**config.mk**
```make
export PLATFORM = sky130hd
export DESIGN_NAME = muldiv_unit
export DESIGN_NICKNAME = d
export VERILOG_FILES = /design/src/rtl/muldiv_pkg.sv /design/src/rtl/muldiv_mul.sv /design/src/rtl/muldiv_special.sv /design/src/rtl/muldiv_div_core.sv /design/src/rtl/muldiv_unit.sv
export SDC_FILE = /design/constraint.sdc
export NUM_CORES = 2
export LEC_CHECK = 0
export ABC_AREA = 1
export BUFFER_PORTS_ARGS = -buffer_cell sky130_fd_sc_hd__clkbuf_2
export CORE_MARGIN = 8
export CORE_UTILIZATION = 55
export DETAILED_ROUTE_END_ITERATION = 6
export PLACE_DENSITY_LB_ADDON = 0.15
export RECOVER_POWER = 100
export SYNTH_ARGS = -nofsm -noshare
export SYNTH_HDL_FRONTEND = slang
export SYNTH_SLANG_ARGS = --single-unit
```
**constraint.sdc**
```tcl
create_clock -name clk -period 12.4 [get_ports clk]
set_clock_uncertainty 0.2 [all_clocks]
set_input_delay 1.24 -clock clk [delete_from_list [all_inputs] [get_ports clk]]
set_output_delay 1.24 -clock clk [all_outputs]
set_load 0.02 [all_outputs]
```
**src/rtl/muldiv_pkg.sv**
```systemverilog
package muldiv_pkg;

    localparam int MDU_XLEN = 32;

    typedef enum logic [2:0] {
        FN_MUL    = 3'd0,
        FN_MULH   = 3'd1,
        FN_MULHSU = 3'd2,
        FN_MULHU  = 3'd3,
        FN_DIV    = 3'd4,
        FN_DIVU   = 3'd5,
        FN_REM    = 3'd6,
        FN_REMU   = 3'd7
    } mdu_fn_e;

    typedef enum logic {
        ST_IDLE = 1'b0,
        ST_RUN  = 1'b1
    } mdu_state_e;

    // Sign handling captured when a divide is launched
    typedef struct packed {
        logic want_rem;
        logic neg_quo;
        logic neg_rem;
    } div_ctl_t;

    function automatic logic fn_is_divide(mdu_fn_e f);
        return (f == FN_DIV) || (f == FN_DIVU) || (f == FN_REM) || (f == FN_REMU);
    endfunction

    function automatic logic fn_is_rem(mdu_fn_e f);
        return (f == FN_REM) || (f == FN_REMU);
    endfunction

    function automatic logic fn_div_signed(mdu_fn_e f);
        return (f == FN_DIV) || (f == FN_REM);
    endfunction

    function automatic logic fn_mul_a_signed(mdu_fn_e f);
        return (f == FN_MULH) || (f == FN_MULHSU);
    endfunction

    function automatic logic fn_mul_b_signed(mdu_fn_e f);
        return (f == FN_MULH);
    endfunction

endpackage

```
**src/rtl/muldiv_mul.sv**
```systemverilog
module muldiv_mul
    import muldiv_pkg::*;
#(
    parameter int XLEN = MDU_XLEN
) (
    input  mdu_fn_e           fn,
    input  logic [XLEN-1:0]   a,
    input  logic [XLEN-1:0]   b,
    output logic [XLEN-1:0]   res
);
    localparam int PW = 2 * XLEN;

    logic          a_sx;
    logic          b_sx;
    logic [PW-1:0] a_ext;
    logic [PW-1:0] b_ext;
    logic [PW-1:0] prod;

    always_comb begin
        a_sx  = fn_mul_a_signed(fn) & a[XLEN-1];
        b_sx  = fn_mul_b_signed(fn) & b[XLEN-1];
        a_ext = {{XLEN{a_sx}}, a};
        b_ext = {{XLEN{b_sx}}, b};
        // product modulo 2^PW equals the exact signed/unsigned product's low PW bits
        prod  = a_ext * b_ext;
        res   = (fn == FN_MUL) ? prod[XLEN-1:0] : prod[PW-1:XLEN];
    end
endmodule

```
**src/rtl/muldiv_special.sv**
```systemverilog
module muldiv_special
    import muldiv_pkg::*;
#(
    parameter int XLEN = MDU_XLEN
) (
    input  mdu_fn_e           fn,
    input  logic [XLEN-1:0]   a,
    input  logic [XLEN-1:0]   b,
    output logic              hit,
    output logic [XLEN-1:0]   res
);
    localparam logic [XLEN-1:0] MOST_NEG = {1'b1, {(XLEN-1){1'b0}}};
    localparam logic [XLEN-1:0] ALL_ONES = {XLEN{1'b1}};

    logic zero_div;
    logic ovf;
    logic rem_op;

    always_comb begin
        rem_op   = fn_is_rem(fn);
        zero_div = fn_is_divide(fn) && (b == '0);
        ovf      = fn_div_signed(fn) && (a == MOST_NEG) && (b == ALL_ONES);
        hit      = zero_div || ovf;
        if (zero_div) begin
            res = rem_op ? a : ALL_ONES;
        end else if (ovf) begin
            res = rem_op ? '0 : MOST_NEG;
        end else begin
            res = '0;
        end
    end
endmodule

```
**src/rtl/muldiv_div_core.sv**
```systemverilog
module muldiv_div_core
    import muldiv_pkg::*;
#(
    parameter int XLEN = MDU_XLEN
) (
    input  logic              clk,
    input  logic              rst,
    input  logic              load,
    input  mdu_fn_e           fn,
    input  logic [XLEN-1:0]   a,
    input  logic [XLEN-1:0]   b,
    output logic              last_step,
    output logic [XLEN-1:0]   res
);
    localparam int CNT_W = $clog2(XLEN + 1);

    div_ctl_t           ctl_q;
    logic [CNT_W-1:0]   cnt_q;
    logic [XLEN-1:0]    quo_q;
    logic [XLEN:0]      rem_q;
    logic [XLEN-1:0]    dvs_q;

    logic               a_neg;
    logic               b_neg;
    logic [XLEN-1:0]    a_mag;
    logic [XLEN-1:0]    b_mag;

    logic [XLEN:0]      shifted;
    logic [XLEN:0]      diff;
    logic               fits;
    logic [XLEN:0]      rem_n;
    logic [XLEN-1:0]    quo_n;

    // operand magnitudes at launch
    always_comb begin
        a_neg = fn_div_signed(fn) & a[XLEN-1];
        b_neg = fn_div_signed(fn) & b[XLEN-1];
        a_mag = a_neg ? (~a + 1'b1) : a;
        b_mag = b_neg ? (~b + 1'b1) : b;
    end

    // one restoring step
    always_comb begin
        shifted = {rem_q[XLEN-1:0], quo_q[XLEN-1]};
        diff    = shifted - {1'b0, dvs_q};
        fits    = ~diff[XLEN];
        rem_n   = fits ? diff : shifted;
        quo_n   = {quo_q[XLEN-2:0], fits};
    end

    always_comb begin
        last_step = (cnt_q == CNT_W'(1));
        if (ctl_q.want_rem) begin
            res = ctl_q.neg_rem ? (~rem_n[XLEN-1:0] + 1'b1) : rem_n[XLEN-1:0];
        end else begin
            res = ctl_q.neg_quo ? (~quo_n + 1'b1) : quo_n;
        end
    end

    always_ff @(posedge clk) begin
        if (rst) begin
            ctl_q <= '0;
            cnt_q <= '0;
            quo_q <= '0;
            rem_q <= '0;
            dvs_q <= '0;
        end else if (load) begin
            ctl_q.want_rem <= fn_is_rem(fn);
            ctl_q.neg_quo  <= a_neg ^ b_neg;
            ctl_q.neg_rem  <= a_neg;
            cnt_q          <= CNT_W'(XLEN);
            quo_q          <= a_mag;
            rem_q          <= '0;
            dvs_q          <= b_mag;
        end else if (cnt_q != '0) begin
            cnt_q <= cnt_q - 1'b1;
            quo_q <= quo_n;
            rem_q <= rem_n;
        end
    end
endmodule

```
**src/rtl/muldiv_unit.sv**
```systemverilog
module muldiv_unit
    import muldiv_pkg::*;
#(
    parameter int XLEN = MDU_XLEN
) (
    input  logic              clk,
    input  logic              rst,
    input  logic              start,
    input  logic [2:0]        funct,
    input  logic [XLEN-1:0]   opa,
    input  logic [XLEN-1:0]   opb,
    output logic              busy,
    output logic              done,
    output logic [XLEN-1:0]   result
);
    mdu_fn_e            fn;
    mdu_state_e         state_q;
    logic               accept;
    logic               div_load;
    logic [XLEN-1:0]    mul_res;
    logic               sp_hit;
    logic [XLEN-1:0]    sp_res;
    logic               div_last;
    logic [XLEN-1:0]    div_res;
    logic               done_q;
    logic [XLEN-1:0]    res_q;

    assign fn       = mdu_fn_e'(funct);
    assign accept   = start && (state_q == ST_IDLE);
    assign div_load = accept && fn_is_divide(fn) && !sp_hit;

    muldiv_mul #(.XLEN(XLEN)) u_mul (
        .fn  (fn),
        .a   (opa),
        .b   (opb),
        .res (mul_res)
    );

    muldiv_special #(.XLEN(XLEN)) u_special (
        .fn  (fn),
        .a   (opa),
        .b   (opb),
        .hit (sp_hit),
        .res (sp_res)
    );

    muldiv_div_core #(.XLEN(XLEN)) u_div (
        .clk       (clk),
        .rst       (rst),
        .load      (div_load),
        .fn        (fn),
        .a         (opa),
        .b         (opb),
        .last_step (div_last),
        .res       (div_res)
    );

    always_ff @(posedge clk) begin
        if (rst) begin
            state_q <= ST_IDLE;
            done_q  <= 1'b0;
            res_q   <= '0;
        end else begin
            done_q <= 1'b0;
            unique case (state_q)
                ST_IDLE: begin
                    if (div_load) begin
                        state_q <= ST_RUN;
                    end else if (accept) begin
                        done_q <= 1'b1;
                        res_q  <= sp_hit ? sp_res : mul_res;
                    end
                end
                ST_RUN: begin
                    if (div_last) begin
                        state_q <= ST_IDLE;
                        done_q  <= 1'b1;
                        res_q   <= div_res;
                    end
                end
                default: state_q <= ST_IDLE;
            endcase
        end
    end

    assign busy   = (state_q == ST_RUN);
    assign done   = done_q;
    assign result = res_q;
endmodule

```
==> load_flow_metrics.sql <==
INSERT INTO impl_metrics (metric_group, metric, value, unit) VALUES
('outcome', 'outcome', 'finished, violations left', ''),
('outcome', 'failed_checks', 'max-capacitance violations, max-slew violations', ''),
('critical_path', 'reg2reg_from', 'busy', ''),
('synth', 'synthCells', '7179', ''),
('sta', 'setup_tns', '0', 'ns'),
('die', 'floorplan.initialDensity', '0.553', ''),
('sta', 'hold_viol', '0', ''),
('finish', 'layout_area_growth_over_synthesis', '3.60', '%'),
('clock_tree', 'cts_setup_buffers', '0', ''),
('synth', 'synth_sequential_area_ratio', '0.0531', ''),
('clock_tree', 'cts.sinks', '139', ''),
('synth', 'syn_nets', '8626', ''),
('clock_tree', 'clock-root-buffer', 'clkbuf_16', ''),
('synth', 'synth_area_leaders', 'fa_1 43%, inv_1 14%, nand2_1 13%', ''),
('sta', 'layout_worst_path_cycle_share', '0.917', ''),
('die', 'design.core.area', '94700', 'um2'),
('place', 'portBuffers', '103', ''),
('synth', 'synth_enable_flop_cells', '0', ''),
('worst_hold_path', 'hold_path.startpoint', 'result[4]', ''),
('finish', 'multi_input_area', '41000', 'um2'),
('global_route', 'gr-usage-all-layers', '0.335', ''),
('synth', 'yosysMostFrequentCell', 'inv_1', ''),
('critical_path', 'critical_path_class', 'input port to register', ''),
('synth', 'synth_seq_cells', '139', ''),
('routing', 'vias', '45800', ''),
('synth', 'synth_ff_type', 'dfxtp_1', ''),
('clock_tree', 'cts_made_buffers', '17', ''),
('synth', 'yosysUniqueCellTypes', '61', ''),
('critical_path', 'path_common_cell', 'fa_1', ''),
('routing', 'route.detailed.drc', '0', ''),
('clock_tree', 'clock_latency_of_the_later_clocked_register_in_the_worst_skew_pair', '0.44', 'ns'),
('synth', 'syn-mean-instance-area', '7.29', 'um2'),
('sta', 'final_max_slew_viol_count', '142', ''),
('critical_path', 'maximum_fanout_count_along_the_critical_path', '25', ''),
('sta', 'period_minus_slack', '11.37', 'ns'),
('routing', 'wl_per_cell', '21.2', 'um'),
('critical_path', 'library_cell_contributing_the_largest_single_delay_on_the_critical_path', 'clkbuf_1', ''),
('critical_path', 'max_stage_delay', '1.46', 'ns'),
('routing', 'wirelength', '176', 'mm'),
('run', 'drv.max_cap_violation_count', '3', ''),
('critical_path', 'arrival_time_at_the_worst_endpoint', '11.54', 'ns'),
('place', 'dpl.hpwl', '146', 'mm'),
('die', 'die_w', '325', 'um'),
('worst_hold_path', 'min-delay-path-class', 'register to register', ''),
('clock_tree', 'cts_hold_repair.buffers', '0', ''),
('clock_tree', 'max-clock-path-buffers', '2', ''),
('finish', 'final_core_util', '0.573', ''),
('global_route', 'grt_start_max_net_pins', '79', ''),
('routing', 'antenna_left', '0', ''),
('clock_tree', 'clk_pin_slew_worst_paths', '0.07', 'ns'),
('synth', 'synth.cells.most_frequent', '1,906 x inv_1, 1,827 x nand2_1, 1,126 x fa_1', ''),
('die', 'io-pin-count', '104', ''),
('die', 'rows', '113', ''),
('global_route', 'grt_overflow', '0', ''),
('global_route', 'initial_antenna_violation_count', '9', ''),
('finish', 'finalNetCount', '8484', ''),
('sta', 'setup_viol_count_final', '0', ''),
('synth', 'netlist.top_cell.by_area', 'fa_1', ''),
('finish', 'n_fill_cell', '9230', ''),
('critical_path', 'startpoint_type', 'input port', ''),
('clock_tree', 'ctsResizeCount', '0', ''),
('synth', 'asyncSetResetFlopFracSynth', '0', ''),
('global_route', 'grt_pass1_vias', '47200', ''),
('clock_tree', 'tritoncts', 'yes', ''),
('routing', 'dr.first_iter.drc_count', '4229', ''),
('sta', 'fmaxAchievable', '87.9', 'MHz'),
('place', 'routabilityCongestion', '1.03', ''),
('finish', 'layout.area.seq', '2780', 'um2'),
('routing', 'drt-vias-per-instance', '5.50', ''),
('synth', 'syn_area', '52400', 'um2'),
('finish', 'proportion_of_layout_cells_with_a_drive_suffix_above_1', '0.0369', ''),
('die', 'floorplan.die.height', '325', 'um'),
('critical_path', 'cp.required', '12.57', 'ns'),
('sta', 'slew-limit-headroom', '-1.37', ''),
('sta', 'worst_pin_slew', '3.56', 'ns'),
('routing', 'drtPass1Iterations', '7', ''),
('critical_path', 'endpoint_kind', 'register', ''),
('sta', 'unrepaired_setup_endpoints_after_global_routing', 'false', ''),
('clock_tree', 'clock_tree.htree_level_count', '4', ''),
('synth', 'number_of_warnings_issued_by_yosys', '0', ''),
('global_route', 'grt_pass1_wl', '276', 'mm'),
('synth', 'synth_top_cell_area_share', '0.430', ''),
('die', 'dieArea', '105000', 'um2'),
('critical_path', 'timing.critical_path.from', 'opa[14]', '');
-- area by class of cell --
type	count	share of cell area
Antenna cell	4	0.000184
Clock buffer	18	0.00791
Clock inverter	13	0.00291
Inverter	1922	0.133
Multi-Input combinational cell	4766	0.755
Sequential cell	139	0.0513
Tap cell	1265	0.0292
Timing Repair Buffer	191	0.0206
-- critical path: cells and delay by family --
kind	cells	cell delay (ns)
AOI/OAI and AO/OA	10	2.76
and+or+nand+nor	3	0.51
adders and majority gates	9	4.37
buffers and inverters	6	2.63
-- cell families after synthesis --
| kind of cell | Yosys count | synth area share |
|---|---|---|
| simple gates | 2576 | 0.200 |
| compound gates | 712 | 0.0746 |
| buf+inv | 2274 | 0.165 |
| fa+ha+maj | 1377 | 0.490 |
| flops | 139 | 0.0531 |
| xor+xnor | 101 | 0.0169 |
-- state kept, by name, indices dropped and copies added (netlist names) --
| name | count |
|---|---|
| busy | 1 |
| done | 1 |
| result | 32 |
| u_div.cnt_q | 6 |
| u_div.ctl_q | 3 |
| u_div.dvs_q | 32 |
| u_div.quo_q | 32 |
| u_div.rem_q | 32 |
-- through the flow --
stage / instances / hold WS, ns / setup WS (ns) / instance area [um2]
4_1_cts: 8314 / 0.271 / 1.86 / 54300
3_3_place_gp: 8283 / 0.254 / 1.53 / 53700
3_5_place_dp: 8283 / 0.261 / 1.43 / 53700
2_1_floorplan: 7179 / 0.235 / 3.25 / 52400
6_report: 8318 / 0.272 / 1.03 / 54300
5_1_grt: 8318 / 0.282 / 0.869 / 54300
-- metal layers --
layer  part of all wire  wire length, um  global-route usage
met1               0.41            72500               0.453
met2               0.45            79700               0.536
met4              0.051             9080               0.142
met5           0.000074               13                   0
met3              0.086            15200              0.0540
-- path summary, 6_finish.rpt --
check,slack [ns],endpoint,cells past startpoint
worst min-delay path,0.27,result[4],2
worst max-delay path,1.03,result[10],28
worst min register to register,0.27,result[4],2
worst max register to register,6.46,u_div.quo_q[31],10
-- placed cells by master (no fill, tap or decap), types with 5 or more instances in the layout --
master     synthesis  layout
o21ai_1           17      14
a31oi_1           31      31
xnor2_1           32      32
o221ai_1           5       5
a21oi_1          285     285
nand3b_1          13      13
xor2_1            69      69
a21o_1             9       9
o21bai_1          17      17
nand3_1          200     200
dfxtp_1          139     138
o21ai_0          267     270
nand4_1           43      43
o31ai_1            8       8
nor4_1            21      21
inv_2             10       7
clkbuf_16          0      17
clkbuf_1         202      41
inv_6              0       6
o211ai_1          26      26
nor3_2             5       6
clkbuf_2           0      67
buf_4              3      84
nand2_2           22      21
a22oi_1           14      14
o22ai_1            7       7
nor2_1           352     352
nand2_4            5       5
nor3_1            46      45
nand2_1         1827    1828
inv_1           1906    1908
o21a_1             7       7
fa_1            1126    1126
or2_2             10      10
clkinv_1           6       7
nor2_2            10      10
ha_1             251     251
Power is not shown: default switching activity piles up to over one toggle a cycle in this logic, so the estimate is an artifact.
